**config.mk**
```make
export PLATFORM = sky130hd
export DESIGN_NAME = spdr_rate_sense
export DESIGN_NICKNAME = d
export VERILOG_FILES = /design/src/rtl/spdr_pkg.sv /design/src/rtl/spdr_cfg_unpack.sv /design/src/rtl/spdr_window_timer.sv /design/src/rtl/spdr_edge_meter.sv /design/src/rtl/spdr_classifier.sv /design/src/rtl/spdr_rate_sense.sv
export SDC_FILE = /design/constraint.sdc
export NUM_CORES = 1
export LEC_CHECK = 0
export BUFFER_PORTS_ARGS = -buffer_cell sky130_fd_sc_hd__buf_2
export CAP_MARGIN = 20
export CORE_MARGIN = 5
export CORE_UTILIZATION = 45
export DETAILED_ROUTE_END_ITERATION = 16
export GPL_TIMING_DRIVEN = 0
export PLACE_DENSITY_LB_ADDON = 0.3
export RECOVER_POWER = 100
export SKIP_CTS_REPAIR_TIMING = 1
export SYNTH_ARGS = -nofsm -noshare
export SYNTH_HDL_FRONTEND = slang
export SYNTH_SLANG_ARGS = --single-unit
export TNS_END_PERCENT = 30
```
**constraint.sdc**
```tcl
create_clock -name clk -period 12.2 [get_ports clk]
set_input_delay 1.22 -clock clk [delete_from_list [all_inputs] [get_ports clk]]
set_output_delay 1.22 -clock clk [all_outputs]
set_load 0.01 [all_outputs]
```
**src/rtl/spdr_pkg.sv**
```systemverilog
package spdr_pkg;
    localparam int MODE_N       = 7;
    localparam int MODE_W       = 3;
    localparam int WORD_W       = 32;
    localparam int TMR_W        = 8;
    localparam int THR_W        = 10;
    localparam int TMR_PER      = WORD_W / TMR_W;
    localparam int THR_PER      = WORD_W / THR_W;
    localparam int TMR_SLOTS    = MODE_N + 1;
    localparam int THR_N        = MODE_N - 1;
    localparam int TMR_WORDS    = (TMR_SLOTS + TMR_PER - 1) / TMR_PER;
    localparam int THR_WORDS    = (THR_N + THR_PER - 1) / THR_PER;
    localparam int IRQ_W        = 8;
    localparam int IRQ_MODE_BIT = 2;

    typedef logic [MODE_W-1:0] mode_t;
    localparam mode_t MODE_NONE = mode_t'(MODE_N);
endpackage

```
**src/rtl/spdr_cfg_unpack.sv**
```systemverilog
module spdr_cfg_unpack
    import spdr_pkg::*;
(
    input  logic [TMR_WORDS*WORD_W-1:0] tmr_cfg_i,
    input  logic [THR_WORDS*WORD_W-1:0] thr_cfg_i,
    output logic [TMR_SLOTS-1:0][TMR_W-1:0] tmr_o,
    output logic [THR_N-1:0][THR_W-1:0]     thr_o
);
    // Lower-numbered slots live in higher bit positions of each word.
    for (genvar gi = 0; gi < TMR_SLOTS; gi++) begin : g_tmr
        localparam int WORD  = gi / TMR_PER;
        localparam int SHIFT = TMR_W * (TMR_PER - 1 - (gi % TMR_PER));
        assign tmr_o[gi] = tmr_cfg_i[WORD*WORD_W + SHIFT +: TMR_W];
    end

    for (genvar gi = 0; gi < THR_N; gi++) begin : g_thr
        localparam int WORD  = gi / THR_PER;
        localparam int SHIFT = THR_W * (THR_PER - 1 - (gi % THR_PER));
        assign thr_o[gi] = thr_cfg_i[WORD*WORD_W + SHIFT +: THR_W];
    end
endmodule

```
**src/rtl/spdr_window_timer.sv**
```systemverilog
module spdr_window_timer #(
    parameter int WIN_W = 20
) (
    input  logic             clk,
    input  logic             rst_n,
    input  logic [WIN_W-1:0] len_i,
    output logic             end_o
);
    typedef struct packed {
        logic [WIN_W-1:0] cnt;
    } st_t;

    st_t st_d, st_q;
    logic [WIN_W-1:0] last_idx;

    always_comb begin
        st_d     = st_q;
        last_idx = (len_i == '0) ? '0 : len_i - 1'b1;
        end_o    = (st_q.cnt >= last_idx);
        if (end_o) st_d.cnt = '0;
        else       st_d.cnt = st_q.cnt + 1'b1;
    end

    always_ff @(posedge clk or negedge rst_n) begin
        if (!rst_n) st_q <= '0;
        else        st_q <= st_d;
    end

    assert_window_restart_R3: assert property (@(posedge clk) disable iff (!rst_n)
        end_o |=> (st_q.cnt == '0));
endmodule

```
**src/rtl/spdr_edge_meter.sv**
```systemverilog
module spdr_edge_meter #(
    parameter int CNT_W = 10
) (
    input  logic             clk,
    input  logic             rst_n,
    input  logic             line_i,
    input  logic             clear_i,
    output logic [CNT_W-1:0] min_o,
    output logic             got_o
);
    localparam logic [CNT_W-1:0] CNT_MAX = '1;

    typedef struct packed {
        logic             s1;
        logic             s2;
        logic             s3;
        logic             have_prev;
        logic             got;
        logic [CNT_W-1:0] run;
        logic [CNT_W-1:0] minw;
    } st_t;

    st_t st_d, st_q;
    logic edge_seen, cand_vld;

    always_comb begin
        st_d      = st_q;
        edge_seen = st_q.s2 ^ st_q.s3;
        cand_vld  = edge_seen && st_q.have_prev;

        // Result including an interval closing in this very cycle.
        min_o = (cand_vld && (st_q.run < st_q.minw)) ? st_q.run : st_q.minw;
        got_o = st_q.got || cand_vld;

        st_d.s1 = line_i;
        st_d.s2 = st_q.s1;
        st_d.s3 = st_q.s2;
        st_d.have_prev = st_q.have_prev || edge_seen;

        if (edge_seen)                st_d.run = {{(CNT_W-1){1'b0}}, 1'b1};
        else if (st_q.run != CNT_MAX) st_d.run = st_q.run + 1'b1;

        if (clear_i) begin
            st_d.minw = CNT_MAX;
            st_d.got  = 1'b0;
        end else begin
            st_d.minw = min_o;
            st_d.got  = got_o;
        end
    end

    always_ff @(posedge clk or negedge rst_n) begin
        if (!rst_n) begin
            st_q      <= '0;
            st_q.minw <= CNT_MAX;
        end else begin
            st_q <= st_d;
        end
    end

    assert_min_monotone_R4: assert property (@(posedge clk) disable iff (!rst_n)
        !clear_i |=> (st_q.minw <= $past(st_q.minw)));
    assert_interval_nonzero_R2: assert property (@(posedge clk) disable iff (!rst_n)
        st_q.have_prev |-> (st_q.run != '0));
endmodule

```
**src/rtl/spdr_classifier.sv**
```systemverilog
module spdr_classifier
    import spdr_pkg::*;
(
    input  logic [THR_W-1:0]                min_i,
    input  logic                            got_i,
    input  logic [THR_N-1:0][THR_W-1:0]     thr_i,
    input  logic [TMR_SLOTS-1:0][TMR_W-1:0] tmr_i,
    output mode_t                           mode_o,
    output logic [THR_W-1:0]                width_o,
    output logic [TMR_W-1:0]                tmr_o
);
    logic [THR_W:0] dbl;

    always_comb begin
        dbl    = {min_i, 1'b0};
        mode_o = mode_t'(MODE_N - 1);
        // Scan fastest-to-slowest so the lowest matching index wins.
        for (int i = THR_N - 1; i >= 0; i--) begin
            if (dbl >= {1'b0, thr_i[i]}) mode_o = mode_t'(i);
        end
        width_o = min_i;
        if (!got_i) begin
            mode_o  = MODE_NONE;
            width_o = '0;
        end
        tmr_o = tmr_i[mode_o];
    end
endmodule

```
**src/rtl/spdr_rate_sense.sv**
```systemverilog
module spdr_rate_sense
    import spdr_pkg::*;
#(
    parameter int WIN_W = 20
) (
    input  logic                        clk,
    input  logic                        rst_n,
    input  logic                        line_i,
    input  logic [WIN_W-1:0]            win_len_i,
    input  logic [TMR_WORDS*WORD_W-1:0] tmr_cfg_i,
    input  logic [THR_WORDS*WORD_W-1:0] thr_cfg_i,
    input  logic [IRQ_W-1:0]            irq_mask_i,
    output logic [MODE_W-1:0]           mode_o,
    output logic [THR_W-1:0]            width_o,
    output logic [TMR_W-1:0]            mode_timer_o,
    output logic                        irq_o
);
    typedef struct packed {
        mode_t            mode;
        logic [THR_W-1:0] width;
        logic [TMR_W-1:0] tmr;
        logic             irq;
    } out_t;

    out_t out_d, out_q;

    logic                            win_end;
    logic [THR_W-1:0]                meas_min;
    logic                            meas_got;
    logic [TMR_SLOTS-1:0][TMR_W-1:0] tmr_arr;
    logic [THR_N-1:0][THR_W-1:0]     thr_arr;
    mode_t                           cls_mode;
    logic [THR_W-1:0]                cls_width;
    logic [TMR_W-1:0]                cls_tmr;
    logic [IRQ_W-1:0]                flags;

    spdr_window_timer #(.WIN_W(WIN_W)) u_win (
        .clk   (clk),
        .rst_n (rst_n),
        .len_i (win_len_i),
        .end_o (win_end)
    );

    spdr_edge_meter #(.CNT_W(THR_W)) u_meter (
        .clk     (clk),
        .rst_n   (rst_n),
        .line_i  (line_i),
        .clear_i (win_end),
        .min_o   (meas_min),
        .got_o   (meas_got)
    );

    spdr_cfg_unpack u_cfg (
        .tmr_cfg_i (tmr_cfg_i),
        .thr_cfg_i (thr_cfg_i),
        .tmr_o     (tmr_arr),
        .thr_o     (thr_arr)
    );

    spdr_classifier u_cls (
        .min_i   (meas_min),
        .got_i   (meas_got),
        .thr_i   (thr_arr),
        .tmr_i   (tmr_arr),
        .mode_o  (cls_mode),
        .width_o (cls_width),
        .tmr_o   (cls_tmr)
    );

    always_comb begin
        out_d     = out_q;
        flags     = '0;
        out_d.irq = 1'b0;
        if (win_end) begin
            flags[IRQ_MODE_BIT] = (cls_mode != out_q.mode);
            out_d.mode  = cls_mode;
            out_d.width = cls_width;
            out_d.tmr   = cls_tmr;
            out_d.irq   = |(flags & irq_mask_i);
        end
    end

    always_ff @(posedge clk or negedge rst_n) begin
        if (!rst_n) begin
            out_q      <= '0;
            out_q.mode <= MODE_NONE;
        end else begin
            out_q <= out_d;
        end
    end

    assign mode_o       = out_q.mode;
    assign width_o      = out_q.width;
    assign mode_timer_o = out_q.tmr;
    assign irq_o        = out_q.irq;

    assert_none_zero_width_R6: assert property (@(posedge clk) disable iff (!rst_n)
        (out_q.mode == MODE_NONE) == (out_q.width == '0));
    assert_irq_on_change_R9: assert property (@(posedge clk) disable iff (!rst_n)
        out_q.irq |-> (out_q.mode != $past(out_q.mode)));
    assert_hold_midwindow_R3: assert property (@(posedge clk) disable iff (!rst_n)
        !$past(win_end) |-> ($stable(out_q.mode) && $stable(out_q.width)));
    assert_timer_slot_R8: assert property (@(posedge clk) disable iff (!rst_n)
        $past(win_end) |-> (out_q.tmr == $past(tmr_arr[cls_mode])));
endmodule

```
# Word-level counts from Yosys, hierarchy flattened
# Index checks and enable logic that the tools add are counted.
# Widths: inputs -> output; s select.
totals:
  elab_cells: 53
  input_bits: 159
  regBits: 67
  out_inout_bits: 22
classes:
  n_bitwise: 2
  add_sub_neg: 3
  muxes: 18
  n_lt_le_gt_ge: 9
  n_eq_ne: 2
  reduce_logical: 7
ops:
  columns: ["op", "n"]
  rows:
  - ["$ge 11x10->1", 6]
  - ["$mux 10", 5]
  - ["$mux 20", 2]
  - ["$bmux 8 s3", 1]
  - ["$add 20x1->20 const B", 1]
  - ["$ge 20x20->1", 1]
  - ["$logic_not 20->1", 1]
  - ["$sub 20x1->20 const B", 1]
  - ["$mux 3", 5]
  - ["$add 10x1->10 const B", 1]
  - ["$lt 10x10->1", 1]
  - ["$ne 10x10->1 const B", 1]
  - ["$and 3x8->8", 1]
  - ["$mux 8", 1]
  - ["$reduce_or 8->1", 1]
  - ["$lt 3x4->1 const B", 1]
  - ["$mux 2", 2]
  - ["$ne 3x3->1", 1]
  - ["$logic_and 1x1->1", 2]
  - ["$logic_or 1x1->1", 2]
  - ["$mux 1", 2]
  - ["$reduce_bool 2->1", 1]
  - ["$xor 1x1->1", 1]

# Longest topological paths before layout
logic_depth:
  depth_word: 16
  ltp_mapped: 21
  ltp_nobuf: 18

# By module
# Synthesis repeated with hierarchy kept, for this count alone.
unflattened:
  cells_unflattened: 830
  hier_area_um2: 7125.6
modules_own_cells:
  columns: ["mod", "n_inst", "cells_each", "area_per_inst_um2", "seq_area_each_um2"]
  rows:
  - ["spdr_classifier", 1, 296, 2090.8, 0.0]
  - ["spdr_window_timer", 1, 215, 1784.2, 500.5]
  - ["spdr_edge_meter", 1, 145, 1470.2, 638.1]
  - ["spdr_cfg_unpack", 1, 124, 930.9, 0.0]
  - ["spdr_rate_sense", 1, 50, 849.6, 554.3]

# Worst setup path before layout
# OpenSTA, ideal clock, no wires.
synth_path:
  path_kind: "input port to flip-flop"
  from: "input port win_len_i[7]"
  to: "register out_q, in the netlist mode_timer_o[1]"
  t_required_ns: 12.071
  arrival_time_ns: 5.137
  setup_time_ns: 0.129
  n_path_buf: 2
  path_slack_ns: 6.934
  stages: 18
  path_cell_list: "or3_1 or4_1 nor2_1 nand4_1 nand2b_1 clkbuf_1 clkbuf_1 nand2_1 ha_1 a21o_1 a31oi_1 o21ai_0 a311o_1 a221oi_1 nor2_1 nand2b_1 a21oi_1 a2111o_1"
synth_between:
  elab_chain_len: 3
  word_cells_on_any_way: 4
  cone_classes: "add/sub (1); order compare (1); mux (1); reduce/logical (1)"
synth_lines:
  columns: ["element", "line_no", "rtl"]
  rows:
  - ["start: declaration", "spdr_rate_sense.sv:9", "input logic [WIN_W-1:0] win_len_i,"]
  - ["$sub 20x1->20 or $logic_not 20->1 (tied branches)", "spdr_window_timer.sv:18", "last_idx = (len_i == '0) ? '0 : len_i - 1'b1;"]
  - ["$mux 20 *", "spdr_window_timer.sv:18", null]
  - ["$ge 20x20->1 *", "spdr_window_timer.sv:19", "end_o = (st_q.cnt >= last_idx);"]
  - ["end signal: assignment", "spdr_rate_sense.sv:88", "out_q <= out_d;"]
  - ["end: declaration", "spdr_rate_sense.sv:25", "out_t out_d, out_q;"]
# Every way passes the cells marked *; elsewhere a longest branch is shown, timed or not.
# A chain may end at the register's enable or synchronous reset.

# Worst setup path in the final report
layout_path:
  from: "register u_meter.st_q[9] (netlist name)"
  to: "register out_q, in the netlist mode_timer_o[7]"
layout_between:
  elab_chain_len: 13
  word_cells_on_any_way: 18
  cone_classes: "order compare (7); mux (10); reduce/logical (1)"
layout_lines:
  columns: ["element", "line_no", "rtl"]
  rows:
  - ["start: declaration", "spdr_edge_meter.sv:23", "st_t st_d, st_q;"]
  - ["start signal: assignment", "spdr_edge_meter.sv:57", "st_q <= st_d;"]
  - ["$lt 10x10->1", "spdr_edge_meter.sv:32", "min_o = (cand_vld && (st_q.run < st_q.minw)) ? st_q.run : st_q.minw;"]
  - ["$logic_and 1x1->1", "spdr_edge_meter.sv:32", null]
  - ["$mux 10 *", "spdr_edge_meter.sv:32", null]
  - ["$ge 11x10->1", "spdr_classifier.sv:19", "if (dbl >= {1'b0, thr_i[i]}) mode_o = mode_t'(i);"]
  - ["$mux 2 (2 in series)", "spdr_classifier.sv:19", null]
  - ["$mux 3 (3 in series)", "spdr_classifier.sv:19", null]
  - ["$mux 3 *", "spdr_classifier.sv:19", null]
  - ["$mux 3 *", "spdr_classifier.sv:22", "if (!got_i) begin"]
  - ["$bmux 8 s3 *", "spdr_classifier.sv:26", "tmr_o = tmr_i[mode_o];"]
  - ["$mux 8 (not written as such) *", "spdr_classifier.sv:26", null]
# Every way passes the cells marked *; elsewhere a longest branch is shown, timed or not. The select of a mux whose other input is x is not followed.

==> results.ini <==
[floorplan]
dieArea_um2 = 15810
fp.coreArea_um2 = 13190
die_y_um = 125.7
dieWidth_um = 125.7
io-pin-count = 181
start_util_pct = 45.69
rows = 42

[sta]
fin_skew_ns = 0.006517
fin_crit_ns = 6.245
rsz0062_at_grt = no
setup_tns_ns = 0
slew_violations = 68
relSlewSlack_pct = -141.6
final_hold_viol_count = 0
clock.fmax_ghz = 0.1601
period_share_pct = 51.19
hold-worst-slack_ns = 0.3550
worst_pin_slew_ns = 3.624
finalSetupViolations = 0
setup_slack_ns = 5.955

[synth]
avgSynthCellArea_um2 = 8.336
ys_top_cells_by_area = dfrtp_1, ha_1, dfstp_2
synth.distinct_cells = 65
yosys_most_used_dff = dfrtp_1
syn_inst = 723
yosysWarnings = 0
yosysSeqAreaShare_pct = 28.09
syn_area_um2 = 6027
yosysTopAreaCell = dfrtp_1
synthesis.nets = 968
synth_top_cell_area_share_pct = 22.42
yosysMostFrequentCell = ha_1
synth-edff-count = 0
async_reset_ff_share_pct = 100.0
yosys-top-cells-count = ha_1, inv_1, nand2_1, nor2_1, dfrtp_1
ys_ff_latch = 67

[hold_path]
hold_end = u_meter.st_d[22]$_DFF_PN0_
hold_class = register to register
holdCritStartpoint = u_meter.st_d[23]$_DFF_PN0_
worst_hold_path.num_cells = 0

[clocking]
cts_sinks = 67
cts_tree = done
htree_num_levels = 3
clk_pin_slew_ns = 0.05
clock_latency_ns = 0.33
cts_buffers = 9
cts_buffer_depth = 2
cts_root_buffer = clkbuf_16

[global_routing]
grt_max_degree = 68
grt_pass1_wl_um = 26630
grt_util_all_layers_pct = 20.28
antenna_found_initial = 0
overflow = 0
grt_pass1_vias = 5801

[route]
wirelength_um = 16030
drt_iter0_drc = 353
avgViaCountPerCell = 5.372
vias = 5823
ant_nets = 0
wl_per_cell_um = 14.78
drtPass1Iterations = 5
drc = 0

[critical_path]
end_kind = register
required_ns = 12.41
path_class = register to register
crit_fanout = 10
r2r_end = mode_timer_o[7]$_DFFE_PN0N_
arrival_ns = 6.46
crit_slowest_cell = dfstp_1
r2r_slack_ns = 5.96
ff2ff_path_depth = 19
r2r_start = u_meter.st_q[9]$_DFF_PN1_
cp-start-kind = register
path_cells = inv_1, ha_1, nand4_1, nor3_1, a211oi_1, nand2_1, clkbuf_1, mux2i_1, inv_1, ha_1, a2111o_1, o21ai_0, nand4_1, and4b_4, o31ai_1, clkbuf_1, mux2i_1, o32ai_1, a2111o_1
cpPeakStageDelay_ns = 0.59

[final_layout]
finalNetCount = 1148
final_cells = 1084
drive_above_1_share_pct = 19.71
fillers = 1266
regArea_um2 = 1693
multi_input_area_um2 = 3901
n_antenna_cell = 0
area_delta_synth_final_pct = 22.21

[status]
status = finished, violations left
violations = capacitance limit, slew limit

[power_and_ir_drop]
power_leakage_nw = 3.970
power.total_mw = 1.314
ir_drop_mv = 0.1046
powerDensity_nw_per_um2 = 178.3

[flow_run]
maxCapViolations = 1

[place]
place_ws_ns = 5.951
dpl.cell_count = 1068
gp_congestion = 0.8737
io_buffers = 169
dp_hpwl_um = 12890

-- power by group --
part | switching (mW) | total, mW | internal (mW)
Sequential | 0.0580 | 0.362 | 0.304
Clock | 0.0934 | 0.283 | 0.190
Combinational | 0.392 | 0.669 | 0.276
-- kinds of logic after synthesis --
logic type | count (synthesis) | synth area share, %
flops | 67 | 28.09
mux | 22 | 3.695
xor+xnor | 38 | 5.647
compound gates | 170 | 19.18
fa+ha+maj | 86 | 17.85
simple gates | 234 | 18.64
buf+inv | 106 | 6.892
-- registers in the layout, indices dropped and copies added, names as in the netlist --
register / flops
u_meter.st_q: 23
width_o: 10
u_meter.st_d: 2
mode_o: 3
u_win.st_q: 20
irq_o: 1
mode_timer_o: 8
-- cells in the final DEF, fill, tap and decap left out, types with 3 or more instances in the layout --
cell type and n:
buf_2 146, ha_1 86, inv_1 82, nand2_1 64, nor2_1 61, dfrtp_1 54
a21oi_1 48, clkbuf_1 46, nand3_1 34, xor2_1 26, o21ai_0 25, mux2i_1 20
nand2b_1 13, xnor2_1 12, a21o_1 12, nor3_1 11, o31ai_1 11, dfstp_2 11
and3_1 10, nand4_1 9, o211ai_1 9, clkbuf_16 9, o21a_1 8, a2111o_1 8
o21ai_1 7, o32ai_1 7, nor2b_1 6, or3_1 4, nor4_1 4, and2_1 4
a31oi_1 4, a211o_1 4, nand3b_1 3, a211oi_1 3, o31a_1 3, o2111ai_1 3
-- worst max-delay path by stage --
stage / start / endpoint / slack, ns / cells past startpoint
2_1_floorplan: win_len_i[7] / mode_timer_o[1]$_DFFE_PN0N_ / 6.93 / 18
3_3_place_gp: win_len_i[7] / u_meter.st_q[5]$_DFF_PN1_ / 5.97 / 18
3_5_place_dp: win_len_i[7] / u_meter.st_q[7]$_DFF_PN1_ / 5.95 / 18
4_1_cts: win_len_i[7] / u_meter.st_q[7]$_DFF_PN1_ / 6.30 / 18
5_1_grt: u_meter.st_q[9]$_DFF_PN1_ / mode_timer_o[7]$_DFFE_PN0N_ / 5.59 / 19
6_report: u_meter.st_q[9]$_DFF_PN1_ / mode_timer_o[7]$_DFFE_PN0N_ / 5.96 / 19
-- stage by stage --
stage | utilization (%) | instance area, um2
final | 55.84 | 7366
after global routing | 55.84 | 7366
after CTS | 56.29 | 7425
after detailed placement | 53.79 | 7096
after global placement | 53.78 | 7093
after floorplan | - | 6027
-- worst max-delay path: cells and delay by family (launching register included) --
family          cells  cell delay, ns
compound gates      6            1.78
buf+inv             4            1.37
simple gates        5            1.10
fa+ha+maj           2            0.67
mux                 2            0.61
flops               1            0.59
-- metal layers --
layer  GRT usage (%)  vias up  share of wire (%)
met5               0        -                  0
met2           34.61      155                 48
met4           5.110        0                1.3
met3           5.504       17                6.4
li1                -     2930                  -
met1           25.57     2721                 44
-- area by class of cell --
class	instances	area share [%]
timing repair buffer	169	11.09
inverter	82	4.179
multi-input combinational	550	52.96
clock inverter	4	0.9852
sequential	67	22.98
tap	176	2.990
clock buffer	12	3.482
buffer	24	1.325
Power figures use the tool's default switching activity.
